===== src/rtl/raster_pkg.sv =====
package raster_pkg;

   // Decoded window state for one raster position, before polarity
   typedef struct packed {
      logic h_blank;
      logic v_blank;
      logic h_sync;
      logic v_sync;
   } raster_flags_t;

   function automatic bit window_order_ok(int blank_start, int sync_start,
                                          int sync_end, int last);
      return (blank_start > 0) && (blank_start <= sync_start) &&
             (sync_start < sync_end) && (sync_end <= last + 1);
   endfunction

endpackage


===== src/rtl/raster_counter.sv =====
module raster_counter #(
   parameter int CNT_W = 10,
   parameter int LAST  = 888
) (
   input  logic             clk,
   input  logic             rst,
   input  logic             adv,
   output logic [CNT_W-1:0] cnt,
   output logic [CNT_W-1:0] cnt_nxt,
   output logic             at_last
);

   localparam logic [CNT_W-1:0] LAST_C = CNT_W'(LAST);
   localparam logic [CNT_W-1:0] ONE_C  = CNT_W'(1);

   assign at_last = (cnt == LAST_C);

   always_comb begin
      cnt_nxt = cnt;
      if (adv) begin
         if (at_last) cnt_nxt = '0;
         else         cnt_nxt = cnt + ONE_C;
      end
   end

   always_ff @(posedge clk) begin
      if (rst) cnt <= '0;
      else     cnt <= cnt_nxt;
   end

   // counter never passes its last value
   a_r2_count_bounded: assert property (@(posedge clk) disable iff (rst)
      cnt <= LAST_C);

   // an advancing counter at its last value returns to zero
   a_r4_wrap_to_zero: assert property (@(posedge clk) disable iff (rst)
      (adv && cnt == LAST_C) |=> (cnt == '0));

   // an idle counter holds its value
   a_r4_hold_when_idle: assert property (@(posedge clk) disable iff (rst)
      !adv |=> $stable(cnt));

endmodule


===== src/rtl/raster_window.sv =====
module raster_window #(
   parameter int CNT_W = 10,
   parameter int START = 632,
   parameter int STOP  = 889,
   parameter int LAST  = 888
) (
   input  logic [CNT_W-1:0] val,
   output logic             active
);

   localparam logic [CNT_W-1:0] START_C = CNT_W'(START);

   generate
      if (STOP > LAST) begin : g_open_end
         // window runs to the last count: upper compare is redundant
         assign active = (val >= START_C);
      end else begin : g_closed
         localparam logic [CNT_W-1:0] STOP_C = CNT_W'(STOP);
         assign active = (val >= START_C) && (val < STOP_C);
      end
   endgenerate

endmodule


===== src/rtl/raster_outputs.sv =====
module raster_outputs
   import raster_pkg::*;
#(
   parameter bit SYNC_ACTIVE_HIGH = 1'b1
) (
   input  logic          clk,
   input  logic          rst,
   input  raster_flags_t flags_nxt,
   output logic          h_blank,
   output logic          v_blank,
   output logic          v_sync,
   output logic          c_sync
);

   logic inv;

   generate
      if (SYNC_ACTIVE_HIGH) begin : g_pol_high
         assign inv = 1'b0;
      end else begin : g_pol_low
         assign inv = 1'b1;
      end
   endgenerate

   always_ff @(posedge clk) begin
      if (rst) begin
         h_blank <= 1'b0;
         v_blank <= 1'b0;
         v_sync  <= inv;
         c_sync  <= inv;
      end else begin
         h_blank <= flags_nxt.h_blank;
         v_blank <= flags_nxt.v_blank;
         v_sync  <= flags_nxt.v_sync ^ inv;
         c_sync  <= (flags_nxt.h_sync ^ flags_nxt.v_sync) ^ inv;
      end
   end

   // vertical sync only inside vertical blank
   a_r5_vsync_in_vblank: assert property (@(posedge clk) disable iff (rst)
      (v_sync != inv) |-> v_blank);

   // outside horizontal blank the combined line follows vertical sync
   a_r6_csync_tracks_vsync: assert property (@(posedge clk) disable iff (rst)
      !h_blank |-> (c_sync == v_sync));

endmodule


===== src/rtl/raster_timing_gen.sv =====
module raster_timing_gen
   import raster_pkg::*;
#(
   parameter int CNT_W            = 10,
   parameter int H_BLANK_START    = 632,
   parameter int H_SYNC_START     = 696,
   parameter int H_SYNC_END       = 760,
   parameter int H_LAST           = 888,
   parameter int V_BLANK_START    = 480,
   parameter int V_SYNC_START     = 483,
   parameter int V_SYNC_END       = 486,
   parameter int V_LAST           = 524,
   parameter bit SYNC_ACTIVE_HIGH = 1'b1
) (
   input  logic clk,
   input  logic rst,
   output logic h_blank,
   output logic v_blank,
   output logic v_sync,
   output logic c_sync
);

   localparam int CNT_SPAN = 1 << CNT_W;
   localparam logic [CNT_W-1:0] H_LAST_C = CNT_W'(H_LAST);

   // elaboration-time parameter checks
   generate
      if (H_LAST >= CNT_SPAN || V_LAST >= CNT_SPAN) begin : g_bad_width
         $error("raster_timing_gen: last count does not fit CNT_W");
      end
      if (!window_order_ok(H_BLANK_START, H_SYNC_START, H_SYNC_END, H_LAST))
      begin : g_bad_h
         $error("raster_timing_gen: horizontal windows out of order");
      end
      if (!window_order_ok(V_BLANK_START, V_SYNC_START, V_SYNC_END, V_LAST))
      begin : g_bad_v
         $error("raster_timing_gen: vertical windows out of order");
      end
   endgenerate

   logic [CNT_W-1:0] h_cnt, h_nxt, v_cnt, v_nxt;
   logic             h_at_last, v_at_last;
   raster_flags_t    flags_nxt;

   raster_counter #(.CNT_W(CNT_W), .LAST(H_LAST)) u_hcnt (
      .clk(clk), .rst(rst), .adv(1'b1),
      .cnt(h_cnt), .cnt_nxt(h_nxt), .at_last(h_at_last));

   raster_counter #(.CNT_W(CNT_W), .LAST(V_LAST)) u_vcnt (
      .clk(clk), .rst(rst), .adv(h_at_last),
      .cnt(v_cnt), .cnt_nxt(v_nxt), .at_last(v_at_last));

   // decode on next-state values so registered outputs line up with counters
   raster_window #(.CNT_W(CNT_W), .START(H_BLANK_START), .STOP(H_LAST + 1),
                   .LAST(H_LAST)) u_hblank (.val(h_nxt), .active(flags_nxt.h_blank));
   raster_window #(.CNT_W(CNT_W), .START(H_SYNC_START), .STOP(H_SYNC_END),
                   .LAST(H_LAST)) u_hsync (.val(h_nxt), .active(flags_nxt.h_sync));
   raster_window #(.CNT_W(CNT_W), .START(V_BLANK_START), .STOP(V_LAST + 1),
                   .LAST(V_LAST)) u_vblank (.val(v_nxt), .active(flags_nxt.v_blank));
   raster_window #(.CNT_W(CNT_W), .START(V_SYNC_START), .STOP(V_SYNC_END),
                   .LAST(V_LAST)) u_vsync (.val(v_nxt), .active(flags_nxt.v_sync));

   raster_outputs #(.SYNC_ACTIVE_HIGH(SYNC_ACTIVE_HIGH)) u_out (
      .clk(clk), .rst(rst), .flags_nxt(flags_nxt),
      .h_blank(h_blank), .v_blank(v_blank), .v_sync(v_sync), .c_sync(c_sync));

   // line counter moves only on a horizontal wrap
   a_r4_line_steps_on_wrap: assert property (@(posedge clk) disable iff (rst)
      (h_cnt != H_LAST_C) |=> $stable(v_cnt));

   // at the last line and last count the frame restarts at line zero
   a_r4_frame_restart: assert property (@(posedge clk) disable iff (rst)
      (h_at_last && v_at_last) |=> (v_cnt == '0 && h_cnt == '0));

endmodule


===== config.mk =====
export PLATFORM = sky130hd
export DESIGN_NAME = raster_timing_gen
export DESIGN_NICKNAME = d
export VERILOG_FILES = /design/src/rtl/raster_pkg.sv /design/src/rtl/raster_counter.sv /design/src/rtl/raster_window.sv /design/src/rtl/raster_outputs.sv /design/src/rtl/raster_timing_gen.sv
export SDC_FILE = /design/constraint.sdc
export NUM_CORES = 1
export LEC_CHECK = 0
export ABC_AREA = 1
export BUFFER_PORTS_ARGS = -buffer_cell sky130_fd_sc_hd__clkbuf_2
export CORE_MARGIN = 2
export CORE_UTILIZATION = 51
export DETAILED_ROUTE_END_ITERATION = 12
export PLACE_DENSITY = 0.68
export SYNTH_ARGS = -nofsm -noshare
export SYNTH_HDL_FRONTEND = slang
export SYNTH_SLANG_ARGS = --single-unit

===== constraint.sdc =====
create_clock -name clk -period 2.1 [get_ports clk]
set_clock_uncertainty 0.05 [all_clocks]
set_input_delay 0 -clock clk [delete_from_list [all_inputs] [get_ports clk]]
set_output_delay 0 -clock clk [all_outputs]
set_load 0.1 [all_outputs]

Word level (Yosys, flattened, before mapping)
Index checks and enable logic that the tools add are counted.
Word-level totals
  bits in registers: 24
  word-level logic and storage cells: 22
  output and inout bits: 4
Operators by class
  $lt $le $gt $ge: 6
  reduce and logical (&&, ||, !) cells: 2
  $add $sub $neg: 2
  bitwise gates (word level): 1
  equality and inequality tests: 2
  mux-type cells: 3
Operators by type and width (count)
  $mux 10: 3
  $add 10x1->10 const B: 2
  $eq 10x10->1 const B: 2
  $ge 10x10->1 const B: 2
  $ge 10x9->1 const B: 2
  $lt 10x10->1 const B: 1
  $lt 10x9->1 const B: 1
  $logic_and 1x1->1: 2
  $xor 1x1->1: 1

Logic depth before layout (Yosys ltp)
  depth in word-level cells: 6
  gate-level depth with buffers: 15

Modules after synthesis
Synthesis repeated with hierarchy kept, for this count alone.
Unflattened totals
  cell total of the unflattened synthesis: 245
  area, all modules: 1491.4 µm²
Modules (own cells, without submodules)
  raster_counter at u_hcnt: seq. area each 200.2 µm², cells an instance 100, area an instance 603.1 µm², times used 1
  raster_counter at u_vcnt: seq. area each 200.2 µm², cells an instance 88, area an instance 591.8 µm², times used 1
  raster_outputs: seq. area each 80.1 µm², cells an instance 15, area an instance 122.6 µm², times used 1
  raster_window at u_hsync: seq. area each 0.0 µm², cells an instance 15, area an instance 60.1 µm², times used 1
  raster_window at u_vsync: seq. area each 0.0 µm², cells an instance 12, area an instance 48.8 µm², times used 1
  raster_window at u_hblank: seq. area each 0.0 µm², cells an instance 10, area an instance 45.0 µm², times used 1
  raster_window at u_vblank: seq. area each 0.0 µm², cells an instance 4, area an instance 16.3 µm², times used 1
  raster_timing_gen: seq. area each 0.0 µm², cells an instance 1, area an instance 3.8 µm², times used 1

Worst setup path after synthesis
OpenSTA, ideal clock, no wires.
  kind: reg2reg
  from: register u_hcnt.cnt[0]
  to: register u_out.c_sync
  setup time: 115 ps
  slack: 356 ps
  cell stages (with the launch flop): 14
  arrival time: 1579 ps
  data required time: 1935 ps
  path through: dfxtp_1 inv_1 ha_1 nand2_1 nor2_2 nand3_2 buf_6 nor2_2 xnor2_1 nand2_1 a21oi_2 nand3_1 nand2_1 nor2_1
Between the ends
  longest elaborated chain between the ends: 5
  elaborated cells on any way between the ends: 11
RTL lines
  start, declared: line raster_counter.sv:8  | output logic [CNT_W-1:0] cnt,
  start signal, assigned: line raster_counter.sv:28  | else cnt <= cnt_nxt;
  $add 10x1->10 / $eq 10x10->1 (equally long branches): line raster_counter.sv:22, raster_counter.sv:16
  $mux 10, on equally long branches: line raster_counter.sv:21, raster_counter.sv:20
  $ge 10x10->1 (tied with other cells): line raster_window.sv:19  | assign active = (val >= START_C) && (val < STOP_C);
  $logic_and 1x1->1: line raster_window.sv:19
  $xor 1x1->1 (*): line raster_outputs.sv:35  | c_sync <= (flags_nxt.h_sync ^ flags_nxt.v_sync) ^ inv;
  end signal, assigned: line raster_outputs.sv:30  | c_sync <= inv;
  end signal, assigned: line raster_outputs.sv:35
  end, declared: line raster_outputs.sv:12  | output logic c_sync
Mark *: on every way between the ends. The rest lies on a longest branch, timed or not.
A chain may end at the register's enable or synchronous reset.

Final worst setup path
  from: register u_hcnt.cnt[1]
  to: register u_out.c_sync
Same word-level chain as after synthesis.

==> metrics.md <==
| Metric | Value |
|---|---|
| Run status | `completed` |
| WP data arrival | `2.17 ns` |
| Clock group share of total power | `0.408` |
| Number of pins exceeding their max-slew limit in the final report | `0` |
| Clock tree sinks | `24` |
| DPL Wire Length | `approximately 2.1 mm` |
| Final global-route overflow total | `0` |
| Worst-path clk slew | `0.14 ns` |
| Pin count of the biggest net entering global routing | `16` |
| Global-route wire length before repair | `about 5 mm` |
| Internal Dissipation | `between 0.6 and 0.7 mW` |
| Commonest non-fill, non-tap cells in the layout | `sky130_fd_sc_hd__nand2_1, sky130_fd_sc_hd__nor2_1, sky130_fd_sc_hd__inv_1, sky130_fd_sc_hd__nand3_1, sky130_fd_sc_hd__dfxtp_1` |
| Setup crit end kind | `flip-flop` |
| Layout cell share with drive strength beyond 1 | `0.193` |
| Via count of the first global-routing pass | `about 1200` |
| Cell area after synthesis | `1400 sq um` |
| Buffers added on ports | `5` |
| DP Worst Slack | `just under 0.1 ns` |
| GRT Overall Usage | `0.199` |
| Number of antenna violations at the first check in global routing | `0` |
| Remaining DRCs | `0` |
| Die span in y | `around 56 microns` |
| Dominant register cell in the synthesized netlist | `sky130_fd_sc_hd__dfxtp_1` |
| Synthesized area per cell | `just under 7 sq um` |
| Power share of the sequential group | `0.550` |
| CP required | `2.30 ns` |
| Number of buffers on the longest clock path | `2` |
| Number of filler instances in the final layout | `between 200 and 250` |
| Fraction of synthesis flops using an asynchronous set or reset pin | `0` |
| Final Net Count | `around 230` |
| Synth Instances | `206` |
| Die area | `about 3200 sq um` |
| Number of cell rows | `18` |
| Vias | `around 1300` |
| Setup repair after global routing missed its margin | `true` |
| Number of flops mapped to enable cells by yosys | `0` |
| Fraction of power consumed by combinational cells | `0.041` |
| Iter 0 DRT Violations | `between 60 and 70` |
| Relative slew margins | `0.638` |
| Proportion of synthesized chip area in sequential cells | `0.343` |
| Area share of the largest cell type after synthesis | `0.343` |
| Net count after synthesis | `roughly 210` |
| Ratio of routed vias to standard cells | `around 5.3` |
| Inserted Clock Buffers | `3` |
| Met2 wire length | `around 1.5 mm` |
| Length of routed wiring on met1 | `approximately 1.3 mm` |
| Number of antenna repair diodes | `0` |
| Insertion delay to the later sink of the worst-skew pair | `0.33 ns` |
| Top-Level Pins | `6` |
| Worst Hold Class | `reg -> reg` |
| Final wirelength | `around 3 mm` |
| Post-detailed-route count of antenna-violating nets | `0` |
| Weighted congestion reported at the end of routability-driven placement | `around 0.95` |
| Top cells by area in the synthesized netlist | `sky130_fd_sc_hd__dfxtp_1, sky130_fd_sc_hd__nand2_1, sky130_fd_sc_hd__nor2_1` |
| First-pass DRT Iterations | `5` |
| Most common cell after layout, fill and taps aside | `sky130_fd_sc_hd__nand2_1` |
| Critical path type | `reg -> reg` |
| Met3 Routed Length | `just over 100 microns` |
| Areal power density over the cells | `between 500 and 600 nW/um^2` |
| Startpoint type of the worst setup path | `flip-flop` |
| Worst setup slack after layout | `0.129 ns` |
| Library cell occupying the most area in the post-synthesis netlist | `sky130_fd_sc_hd__dfxtp_1` |
| Post-synthesis sequential element count | `24` |
| Clock tree from TritonCTS | `done` |
| H-tree level count | `1` |
| Top layer used by detailed routing | `met4` |
| Startpoint of the worst hold path | `u_hcnt.cnt[0]` |
| VDD IR max | `approximately 0.40 mV` |
| Count of distinct cell types in the synthesized netlist | `26` |
| Beginning of the critical path | `u_hcnt.cnt[1]` |
| Net load switching power | `0.178 mW` |
| Final setup fails | `0` |
| Largest driver fanout on the critical path | `5` |
| Die Width | `56.4 microns` |
| Starting density of the core | `0.550` |
| Detailed-route wire length per cell | `about 12 microns` |
| Number of hold-slack violations in the final timing report | `0` |
| Slew at the pin with the worst max-slew slack | `between 0.5 and 0.6 ns` |
| Synth warn | `0` |
| Max-cap violation count | `0` |
| Final-layout setup total negative slack | `0 ns` |
| Area Overhead vs Synth | `12.6%` |
| Fraction of the cycle the final worst path needs | `0.939` |
| Leak pwr | `approximately 0.65 nW` |
| Final min period | `around 2 ns` |
| Net Sw Frac | `0.211` |
| Maximum operating frequency | `slightly above 0.5 GHz` |
| Root Buffer Master | `sky130_fd_sc_hd__clkbuf_4` |
| Placeable core region | `2540 sq um` |
| Reg2reg start | `u_hcnt.cnt[1]` |
-- critical path: stages (launching register included) --
cell	delay (ns)
sky130_fd_sc_hd__dfxtp_2	0.36
sky130_fd_sc_hd__inv_2	0.07
sky130_fd_sc_hd__ha_4	0.13
sky130_fd_sc_hd__nand2_2	0.06
sky130_fd_sc_hd__nor2_4	0.16
sky130_fd_sc_hd__nand2_2	0.10
sky130_fd_sc_hd__nor2_4	0.19
sky130_fd_sc_hd__buf_6	0.12
sky130_fd_sc_hd__nand3_2	0.05
sky130_fd_sc_hd__nand2_2	0.07
sky130_fd_sc_hd__nand3_1	0.10
sky130_fd_sc_hd__a21oi_2	0.22
sky130_fd_sc_hd__nand3_1	0.10
sky130_fd_sc_hd__nand2_1	0.06
sky130_fd_sc_hd__nor2_1	0.04
-- cell usage after synthesis (all sizes together) (2+ instances only) --
cell,n
nand3,27
a21oi,6
xor2,3
dfxtp,24
buf,2
xnor2,2
inv,26
nor3,3
nand4,3
o21bai,2
nor2,42
ha,4
nand2,55
-- final cells by class --
type / count / area [sq um] / share of cell area
Sequential cell: 24 / 483 / 0.307
Clock inverter: 1 / 30.0 / 0.0191
Inverter: 26 / 97.6 / 0.0620
Multi-Input combinational cell: 154 / 836 / 0.531
Clock buffer: 3 / 22.5 / 0.0143
Timing Repair Buffer: 10 / 68.8 / 0.0437
Tap cell: 30 / 37.5 / 0.0238
-- sequential cells by signal (all words and copies together) (netlist names) --
name,flops
u_out.v_sync,1
u_hcnt.cnt,10
u_out.h_blank,1
u_out.c_sync,1
u_out.v_blank,1
u_vcnt.cnt,10
-- power by group through the flow --
stage,combinational [mW],sequential (mW),clock [mW]
6_report,0.0350,0.466,0.345
4_1_cts,0.0266,0.465,0.353
3_3_place_gp,0.0247,0.474,0
5_1_grt,0.0412,0.467,0.373
2_1_floorplan,0.0167,0.474,0
3_5_place_dp,0.0251,0.475,0
-- per-layer routing --
| layer | vias up | track usage |
|---|---|---|
| met5 | - | 0 |
| met4 | 0 | 0.105 |
| met3 | 13 | 0.0484 |
| met2 | 35 | 0.328 |
| met1 | 595 | 0.237 |
| li1 | 672 | - |
-- final timing paths --
path                            slack, ns       endpoint  depth (start not counted)
worst max register to register       0.13   u_out.c_sync                         14
worst max-delay path                 0.13   u_out.c_sync                         14
worst min-delay path                 0.49  u_hcnt.cnt[0]                          2
worst min register to register       0.49  u_hcnt.cnt[0]                          2
-- per-stage QoR --
| step | instances | utilization | total power [mW] | hold slack, ns | area (sq um) |
|---|---|---|---|---|---|
| 2_1_floorplan | 206 | - | 0.491 | 0.0285 | 1400 |
| 3_3_place_gp | 239 | 0.567 | 0.499 | 0.325 | 1440 |
| 3_5_place_dp | 239 | 0.567 | 0.500 | 0.319 | 1440 |
| 4_1_cts | 244 | 0.591 | 0.845 | 0.486 | 1510 |
| 5_1_grt | 248 | 0.619 | 0.881 | 0.511 | 1580 |
| 6_report | 248 | 0.619 | 0.846 | 0.485 | 1580 |
-- timing repair --
item	CTS	global route
hold buffers	1	0
setup endpoints to repair	0	3
resized for setup	0	13
hold endpoints to repair	11	0
buffers inserted	0	3
-- cells by family after synthesis --
group | count (synthesis) | synth area share
buf+inv | 29 | 0.0885
simple gates | 133 | 0.450
flops | 24 | 0.343
xor+xnor | 5 | 0.0313
fa+ha+maj | 4 | 0.0358
compound gates | 11 | 0.0510
Power figures use the tool's default switching activity.
